[src/rtl/i2c_tgt_pkg.sv]
package i2c_tgt_pkg;
  typedef enum logic [2:0] {
    TS_IDLE,
    TS_ADDR,
    TS_ADDR2,
    TS_WR,
    TS_RD
  } tgt_state_e;

  localparam logic [4:0] HDR10 = 5'b11110;
  localparam int BYTE_W = 8;
endpackage

[src/rtl/i2c_tgt_lines.sv]
module i2c_tgt_lines (
  input  logic clk,
  input  logic rst,
  input  logic scl_in,
  input  logic sda_in,
  output logic scl_rise,
  output logic scl_fall,
  output logic sda_smp,
  output logic start_det,
  output logic stop_det
);
  logic [2:0] scl_q;
  logic [2:0] sda_q;

  always_ff @(posedge clk) begin
    if (rst) begin
      scl_q <= 3'b111;
      sda_q <= 3'b111;
    end else begin
      scl_q <= {scl_q[1:0], scl_in};
      sda_q <= {sda_q[1:0], sda_in};
    end
  end

  assign sda_smp   = sda_q[1];
  assign scl_rise  = scl_q[1] & ~scl_q[2];
  assign scl_fall  = ~scl_q[1] & scl_q[2];
  assign start_det = scl_q[1] & scl_q[2] & sda_q[2] & ~sda_q[1];
  assign stop_det  = scl_q[1] & scl_q[2] & ~sda_q[2] & sda_q[1];
endmodule

[src/rtl/i2c_tgt_ram.sv]
module i2c_tgt_ram #(
  parameter int DW    = 8,
  parameter int DEPTH = 16,
  parameter int AW    = 4
) (
  input  logic          clk,
  input  logic          we,
  input  logic [AW-1:0] waddr,
  input  logic [DW-1:0] wdata,
  input  logic [AW-1:0] raddr,
  output logic [DW-1:0] rdata
);
  logic [DW-1:0] mem [DEPTH];

  always_ff @(posedge clk) begin
    if (we) mem[waddr] <= wdata;
    rdata <= mem[raddr];
  end
endmodule

[src/rtl/i2c_tgt_ctrl.sv]
module i2c_tgt_ctrl
  import i2c_tgt_pkg::*;
#(
  parameter int AW = 4,
  parameter int CW = 16
) (
  input  logic              clk,
  input  logic              rst,
  input  logic              scl_rise,
  input  logic              scl_fall,
  input  logic              sda_smp,
  input  logic              start_det,
  input  logic              stop_det,
  input  logic              ten_bit_mode,
  input  logic [9:0]        own_addr,
  input  logic [BYTE_W-1:0] rd_data,
  output logic              sda_pull,
  output logic              mem_we,
  output logic [AW-1:0]     mem_waddr,
  output logic [BYTE_W-1:0] mem_wdata,
  output logic [AW-1:0]     ptr,
  output logic [CW-1:0]     rx_bytes,
  output logic [CW-1:0]     tx_bytes,
  output logic              fsm_idle
);
  tgt_state_e        st, nxt;
  logic [3:0]        bit_cnt;
  logic [BYTE_W-1:0] shreg;
  logic [BYTE_W-1:0] tx_sh;
  logic              ptr_set;
  logic              ten_ok;
  logic              m_nack;
  logic              go_rd;

  assign fsm_idle = (st == TS_IDLE);
  assign go_rd    = (st == TS_RD) ? ~m_nack : (nxt == TS_RD);

  always_ff @(posedge clk) begin
    if (rst) begin
      st        <= TS_IDLE;
      nxt       <= TS_IDLE;
      bit_cnt   <= '0;
      shreg     <= '0;
      tx_sh     <= '0;
      ptr_set   <= 1'b0;
      ten_ok    <= 1'b0;
      m_nack    <= 1'b0;
      sda_pull  <= 1'b0;
      mem_we    <= 1'b0;
      mem_waddr <= '0;
      mem_wdata <= '0;
      ptr       <= '0;
      rx_bytes  <= '0;
      tx_bytes  <= '0;
    end else begin
      mem_we <= 1'b0;
      if (start_det) begin
        st       <= TS_ADDR;
        bit_cnt  <= '0;
        sda_pull <= 1'b0;
      end else if (stop_det) begin
        st       <= TS_IDLE;
        bit_cnt  <= '0;
        sda_pull <= 1'b0;
        ten_ok   <= 1'b0;
      end else if (st != TS_IDLE) begin
        if (scl_rise) begin
          bit_cnt <= bit_cnt + 4'd1;
          if (bit_cnt < 4'd8) shreg <= {shreg[6:0], sda_smp};
          if (st == TS_RD && bit_cnt == 4'd7) tx_bytes <= tx_bytes + 1'b1;
          if (st == TS_RD && bit_cnt == 4'd8) m_nack <= sda_smp;
        end else if (scl_fall) begin
          if (bit_cnt == 4'd8) begin
            case (st)
              TS_ADDR: begin
                if (!ten_bit_mode) begin
                  if (shreg[7:1] == own_addr[6:0]) begin
                    sda_pull <= 1'b1;
                    nxt      <= shreg[0] ? TS_RD : TS_WR;
                    ptr_set  <= 1'b0;
                  end else begin
                    st <= TS_IDLE;
                  end
                end else if (shreg[7:3] == HDR10 && shreg[2:1] == own_addr[9:8]) begin
                  if (!shreg[0]) begin
                    sda_pull <= 1'b1;
                    nxt      <= TS_ADDR2;
                    ten_ok   <= 1'b0;
                  end else if (ten_ok) begin
                    sda_pull <= 1'b1;
                    nxt      <= TS_RD;
                  end else begin
                    st <= TS_IDLE;
                  end
                end else begin
                  st <= TS_IDLE;
                end
              end
              TS_ADDR2: begin
                if (shreg == own_addr[7:0]) begin
                  sda_pull <= 1'b1;
                  nxt      <= TS_WR;
                  ptr_set  <= 1'b0;
                  ten_ok   <= 1'b1;
                end else begin
                  st <= TS_IDLE;
                end
              end
              TS_WR: begin
                sda_pull <= 1'b1;
                nxt      <= TS_WR;
                if (!ptr_set) begin
                  ptr     <= shreg[AW-1:0];
                  ptr_set <= 1'b1;
                end else begin
                  mem_we    <= 1'b1;
                  mem_waddr <= ptr;
                  mem_wdata <= shreg;
                  ptr       <= ptr + 1'b1;
                  rx_bytes  <= rx_bytes + 1'b1;
                end
              end
              TS_RD:   sda_pull <= 1'b0;
              default: ;
            endcase
          end else if (bit_cnt == 4'd9) begin
            bit_cnt <= '0;
            if (go_rd) begin
              st       <= TS_RD;
              sda_pull <= ~rd_data[7];
              tx_sh    <= {rd_data[6:0], 1'b0};
              ptr      <= ptr + 1'b1;
            end else if (st == TS_RD) begin
              st       <= TS_IDLE;
              sda_pull <= 1'b0;
            end else begin
              st       <= nxt;
              sda_pull <= 1'b0;
            end
          end else if (st == TS_RD && bit_cnt != 4'd0) begin
            sda_pull <= ~tx_sh[7];
            tx_sh    <= {tx_sh[6:0], 1'b0};
          end
        end
      end
    end
  end
endmodule

[src/rtl/i2c_target_mem.sv]
module i2c_target_mem
  import i2c_tgt_pkg::*;
#(
  parameter int DEPTH = 16,
  parameter int CW    = 16
) (
  input  logic          clk,
  input  logic          rst,
  input  logic          scl_in,
  input  logic          sda_in,
  input  logic          ten_bit_mode,
  input  logic [9:0]    own_addr,
  output logic          sda_pull,
  output logic [CW-1:0] rx_bytes,
  output logic [CW-1:0] tx_bytes
);
  localparam int AW = (DEPTH > 1) ? $clog2(DEPTH) : 1;

  logic              scl_rise, scl_fall, sda_smp, start_det, stop_det;
  logic              mem_we, fsm_idle;
  logic [AW-1:0]     mem_waddr, ptr;
  logic [BYTE_W-1:0] mem_wdata, rd_data;

  i2c_tgt_lines u_lines (
    .clk       (clk),
    .rst       (rst),
    .scl_in    (scl_in),
    .sda_in    (sda_in),
    .scl_rise  (scl_rise),
    .scl_fall  (scl_fall),
    .sda_smp   (sda_smp),
    .start_det (start_det),
    .stop_det  (stop_det)
  );

  i2c_tgt_ctrl #(.AW(AW), .CW(CW)) u_ctrl (
    .clk          (clk),
    .rst          (rst),
    .scl_rise     (scl_rise),
    .scl_fall     (scl_fall),
    .sda_smp      (sda_smp),
    .start_det    (start_det),
    .stop_det     (stop_det),
    .ten_bit_mode (ten_bit_mode),
    .own_addr     (own_addr),
    .rd_data      (rd_data),
    .sda_pull     (sda_pull),
    .mem_we       (mem_we),
    .mem_waddr    (mem_waddr),
    .mem_wdata    (mem_wdata),
    .ptr          (ptr),
    .rx_bytes     (rx_bytes),
    .tx_bytes     (tx_bytes),
    .fsm_idle     (fsm_idle)
  );

  i2c_tgt_ram #(.DW(BYTE_W), .DEPTH(DEPTH), .AW(AW)) u_ram (
    .clk   (clk),
    .we    (mem_we),
    .waddr (mem_waddr),
    .wdata (mem_wdata),
    .raddr (ptr),
    .rdata (rd_data)
  );
endmodule

[config.mk]
export PLATFORM = sky130hd
export DESIGN_NAME = i2c_target_mem
export DESIGN_NICKNAME = d
export VERILOG_FILES = /design/src/rtl/i2c_tgt_pkg.sv /design/src/rtl/i2c_tgt_lines.sv /design/src/rtl/i2c_tgt_ram.sv /design/src/rtl/i2c_tgt_ctrl.sv /design/src/rtl/i2c_target_mem.sv
export SDC_FILE = /design/constraint.sdc
export NUM_CORES = 1
export LEC_CHECK = 0
export BUFFER_PORTS_ARGS = -buffer_cell sky130_fd_sc_hd__buf_2
export CAP_MARGIN = 5
export CELL_PAD_IN_SITES_DETAIL_PLACEMENT = 1
export CELL_PAD_IN_SITES_GLOBAL_PLACEMENT = 2
export CORE_MARGIN = 2
export CORE_UTILIZATION = 39
export DETAILED_ROUTE_END_ITERATION = 7
export PLACE_DENSITY_LB_ADDON = 0.12
export SETUP_SLACK_MARGIN = 0.02
export SYNTH_ARGS = -nofsm -noshare
export SYNTH_HDL_FRONTEND = slang
export SYNTH_HIERARCHICAL = 1
export SYNTH_SLANG_ARGS = --single-unit
[constraint.sdc]
create_clock -name clk -period 2.1 [get_ports clk]
set_input_delay 0.525 -clock clk [delete_from_list [all_inputs] [get_ports clk]]
set_output_delay 0.525 -clock clk [all_outputs]
set_load 0.02 [all_outputs]
### After elaboration in Yosys (flattened, before gate mapping)

Memory sizes are Yosys's and may differ from the RTL's. A register that Yosys moved wholly into a read port is not among the register bits.
Index checks and enable logic that the tools add are counted.

| storage, ports and cells | value |
|---|---|
| register bits | 85 |
| bits in writable memories | 128 |
| bits of input ports | 15 |
| output and inout bits | 33 |
| word-level logic and storage cells | 186 |
| memories | 1 |

Memory list:

| memory | depth | width | rd ports | clocked after memory_dff | wr ports | line | source |
|---|---|---|---|---|---|---|---|
| u_ram.mem | 16 | 8 | 1 | 1 | 1 | i2c_tgt_ram.sv:13 | `logic [DW-1:0] mem [DEPTH];` |

| cells by class | value |
|---|---|
| $add $sub $neg | 4 |
| order comparisons | 1 |
| equality and inequality tests | 42 |
| multiplexer cells | 64 |
| bitwise operators | 21 |
| reduce and logical (&&, ||, !) cells | 35 |

Operator list:

| operator | count |
|---|---|
| 3-bit two-way mux | 17 |
| 4-bit two-way mux | 9 |
| 16-bit by 1-bit adder with 16-bit output (second input constant) | 2 |
| 1-bit two-way mux | 30 |
| 9-bit AND reduction | 3 |
| 8-bit two-way mux | 3 |
| 8-bit AND reduction | 3 |
| 5-bit != test (second input constant) | 4 |
| 10-bit AND reduction | 2 |
| 3-bit nonzero test | 6 |
| 4-bit != test (second input constant) | 4 |
| 2-bit nonzero test | 8 |
| 3-bit != test (second input constant) | 5 |
| 5-bit AND reduction | 3 |
| 1-bit NOT | 14 |
| 3-bit by 2-bit != test with 1-bit output (second input constant) | 4 |
| 11-bit AND reduction | 1 |
| 5-bit by 4-bit != test with 1-bit output (second input constant) | 2 |
| 3-bit one-hot mux with 3 select lines | 1 |
| 4-bit by 1-bit adder with 4-bit output (second input constant) | 2 |
| 4-bit equality test (second input constant) | 2 |
| 8-bit equality test | 1 |
| 2-bit by 1-bit != test with 1-bit output (second input constant) | 4 |
| 4-bit nonzero test | 2 |
| other kinds (22) | 35 |

### Depth between registers and ports, before layout

| logic depth | value |
|---|---|
| depth after elaboration | 11 |
| mapped depth | 9 |
| gate-level depth less buffers | 8 |

### Hierarchy

Netlist, hierarchy kept.

Modules (own cells, without submodules):

| module | times used | cells an instance | area each (sq um) | sequential area each (sq um) |
|---|---|---|---|---|
| i2c_tgt_ram | 1 | 229 | 5147.4 | 4003.8 |
| i2c_tgt_ctrl | 1 | 449 | 3848.7 | 1561.5 |
| i2c_tgt_lines | 1 | 16 | 190.2 | 120.1 |

### Worst setup path before layout

Ideal clock, no wire load.

| path | value |
|---|---|
| kind | flip-flop to flip-flop |
| from | register u_lines.sda_q[1] |
| to | register u_ctrl.tx_bytes[10] |
| setup time | 71 ps |
| arrival time | 2154 ps |
| setup slack | -125 ps |
| cell stages (with the launch flop) | 7 |
| cells stage by stage | dfxtp_1 and4b_1 or3_4 nor4_4 nand4_2 or3_1 a21oi_1 |

| between the ends | value |
|---|---|
| cells in the longest elaborated chain, start to end | 4 |

Ends and longest elaborated chain:

| what | line | source |
|---|---|---|
| from (decl) | i2c_tgt_lines.sv:13 | `logic [2:0] sda_q;` |
| from (signal assigned) | i2c_tgt_lines.sv:21 | `sda_q <= {sda_q[1:0], sda_in};` |
| 1-bit NOT | i2c_tgt_lines.sv:28 | `assign start_det = scl_q[1] & scl_q[2] & sda_q[2] & ~sda_q[1];` |
| 1-bit bitwise AND | i2c_tgt_lines.sv:28 |  |
| named net start_det | i2c_target_mem.sv:19 | `logic scl_rise, scl_fall, sda_smp, start_det, stop_det;` |
| 1-bit NOT (no line) | n/a |  |
| 5-bit AND reduction (no line) | n/a |  |
| to (signal assigned) | i2c_tgt_ctrl.sv:70 | `if (st == TS_RD && bit_cnt == 4'd7) tx_bytes <= tx_bytes + 1'b1;` |
| to (decl) | i2c_tgt_ctrl.sv:23 | `output logic [CW-1:0] tx_bytes,` |

The timed path passes the listed nets, and every way through them passes these cells.
A chain may end at the register's enable or synchronous reset.

### Worst setup path after layout

| path | value |
|---|---|
| from | register u_lines.sda_q[1] |
| to | register u_ctrl.tx_bytes[5] |

RTL lines:

| what | line | source |
|---|---|---|
| 1-bit bitwise AND | i2c_tgt_lines.sv:29 | `assign stop_det = scl_q[1] & scl_q[2] & ~sda_q[2] & sda_q[1];` |
| named net stop_det | i2c_target_mem.sv:19 |  |
| 1-bit NOT (no line) | n/a |  |
| 5-bit AND reduction (no line) | n/a |  |

The timed path passes the listed nets, and every way through them passes these cells.

==> results.toml <==
[logic_synthesis]
avgSynthCellArea_sq_um = 13.2
syn_nets = 715
ys_seq_area_frac = 0.619
ys_ff_latch = 220
synth_cells = 694
ys.flop_type = "edfxtp_1"
synth.cell_area_sq_mm = 0.00919
ys.warnings.count = 6
ys_types = 59
synth_edf_count = 128
async_reset_ff_frac = 0

[setup_path]
rr_worst_depth = 8
cp_max_fo = 5
critPathCaptureType = "flip-flop"
crit_type = "flip-flop to flip-flop"
cp-start-kind = "flip-flop"
rr_endpoint = "u_ctrl/tx_bytes[5]"
rrSetupSlack_ns = -0.03
cp_data_required_time_ns = 2.57
r2r-start = "u_lines/sda_q[1]"
setup.worst_path.end = "u_ctrl/tx_bytes[5]"
critPathArrivalTime_ns = 2.60
crit_start = "u_lines/sda_q[1]"

[job]
cap_violations = 0

[floorplan]
ios = 48
start_util = 0.395
core_sq_mm = 0.0233
num_rows = 56
die_h_microns = 157
dieArea_sq_mm = 0.0248
fp.dieW_microns = 157

[cells_and_area]
multi_input_area_sq_mm = 0.00353
final_cell_mix = "edfxtp_1 (128), nor2_1 (87), dfxtp_1 (87)"
n_antenna_cell = 0
stdcell_area_sq_mm = 0.0114
fin_nets = 834
layout_commonest_cell = "edfxtp_1"
regArea_sq_mm = 0.00569
drive_above_1_share = 0.279
fill_cells = 2397
area_growth_pct = 23.8

[route]
wire_per_inst_microns = 20.1
drtIter0Drc = 303
first_pass_iters = 4
wl_microns = 23100
detail_route.drc_violations = 0
dr_total_vias = 6049
drtAntennaViolNets = 0
vias_per_cell = 5.26

[global_route]
grt_pass1_vias = 6434
grt_pass1_wl_microns = 36400
grt_antenna_before_repair = 0
overflow = 0
grt_max_degree = 37
grt_use_total = 0.192

[placed_design]
hpwl_microns = 15600
portBuffers = 47
place_congestion = 0.814
pre_cts_ws_ns = -0.188
placed_cell_area_sq_mm = 0.0102

[timing]
rsz0062_at_grt = "yes"
slew_headroom = 0.494
period_share = 1.02
hold_violations = 0
setup_viol = 5
period_needed_ns = 2.13
worst_slew_pin_slew_ns = 0.758
finClkSkew_ns = 0.00718
finalMaxSlewViolations = 0
worst_slack_ns = -0.0331
hold_ws_ns = 0.202
fmax_mhz = 469

[cts]
path_clk_slew_ns = 0.06
numCtsBuffers = 25
cts.htree.levels = 1
insertion_delay_ns = 0.53
clockBufferDepth = 3
cts_sinks = 220
cts_tree = "done"
clockRootBuffer = "clkbuf_16"

[outcome]
status = "finished, violations left"
violations = "negative setup slack"

[hold_path]
hold_depth = 2
hp-class = "input pin to flip-flop"

[power]
p_leak_uw = 0.00425
powerDensity_mw_per_mm2 = 811
total_power_uw = 9230
vdd_drop_max_uv = 613
sequential cells by signal, indices dropped and copies added, names as in the netlist, 3 cells and up:
signal / cells
u_ram/mem: 128
u_ctrl/rx_bytes: 16
u_ctrl/tx_bytes: 16
u_ctrl/mem_wdata: 8
u_ctrl/shreg: 8
u_ram/rdata: 8
u_ctrl/tx_sh: 7
u_ctrl/bit_cnt: 4
u_ctrl/mem_waddr: 4
u_ctrl/ptr: 4
u_ctrl/nxt: 3
u_ctrl/st: 3
u_lines/scl_q: 3
u_lines/sda_q: 3
final cells by class:
class / instances / share of cell area
timing repair buffer: 121 / 0.0740
tap: 319 / 0.0351
inverter: 12 / 0.00396
multi-input combinational: 433 / 0.310
clock buffer: 37 / 0.0625
clock inverter: 9 / 0.0143
sequential: 220 / 0.500
cell usage after synthesis, types with 4 or more instances:
cell | number | area [sq um]
a211oi_1 | 8 | 60.1
a21oi_1 | 22 | 110
a22oi_1 | 16 | 120
and2_1 | 4 | 25.0
buf_2 | 8 | 40.0
clkbuf_1 | 15 | 56.3
dfxtp_1 | 92 | 1840
edfxtp_1 | 128 | 3840
ha_1 | 6 | 75.1
inv_1 | 12 | 45.0
mux2i_1 | 33 | 330
mux4_1 | 14 | 368
mux4_2 | 18 | 405
nand2_1 | 35 | 131
nand2b_1 | 7 | 43.8
nand3_1 | 17 | 85.1
nand4_1 | 12 | 75.1
nor2_1 | 92 | 345
nor2b_1 | 6 | 37.5
nor3_1 | 12 | 60.1
o21ai_0 | 20 | 100
o31ai_1 | 4 | 30.0
or2_1 | 6 | 37.5
or2_2 | 4 | 25.0
or3_1 | 14 | 87.6
xnor2_1 | 23 | 201
xor2_1 | 15 | 131
critical path: stages (launching register included):
cell     delay (ns)
dfxtp_2        0.32
and4b_2        0.25
or3_4          0.39
nor4_4         0.15
buf_6          0.17
buf_6          0.11
nand4_4        0.17
or3_4          0.38
a21oi_2        0.13
through the flow:
step | util | std cells | setup TNS (ns)
6_report | 0.489 | 1151 | -0.0996
5_1_grt | 0.489 | 1151 | -2.03
4_1_cts | 0.482 | 1148 | -0.815
3_5_place_dp | 0.438 | 1098 | -2.11
3_3_place_gp | 0.438 | 1098 | -1.03
2_1_floorplan | - | 694 | -0.0170
routing by layer:
layer | up-vias | share of wire | global-route usage
met3 | 24 | 0.035 | 0.0273
met2 | 83 | 0.52 | 0.343
li1 | 2843 | - | -
met5 | - | 0 | 0
met1 | 3099 | 0.44 | 0.246
met4 | 0 | 0.013 | 0.0433
what timing repair did:
item	CTS	global route
cloned	1	1
pin swaps	20	10
setup buffers	3	2
endpoints found under the setup margin	28	40
hold endpoints to repair	0	0
hold buffers	0	0
gates resized for setup	25	34
report_power, final:
| group | total [uW] | internal (uW) | switching, uW |
|---|---|---|---|
| combinational | 132 | 54.8 | 77.6 |
| clock | 4570 | 2850 | 1730 |
| sequential | 4520 | 4520 | 2.98 |
worst min path at each step:
stage	from	end
2_1_floorplan	u_lines/sda_q[0]	u_lines/sda_q[1]
3_3_place_gp	u_lines/scl_q[0]	u_lines/scl_q[1]
3_5_place_dp	u_lines/scl_q[0]	u_lines/scl_q[1]
4_1_cts	sda_in	u_lines/sda_q[0]
5_1_grt	sda_in	u_lines/sda_q[0]
6_report	scl_in	u_lines/scl_q[0]
kinds of logic after synthesis:
logic type	share of synthesized area
AO/OA/AOI/OAI	0.0594
XOR/XNOR	0.0362
adder cells (fa/ha/maj)	0.00817
buffers and inverters	0.0232
flip-flops	0.619
multiplexers	0.120
AND/OR/NAND/NOR	0.134
(Power assumes the default switching activity.)
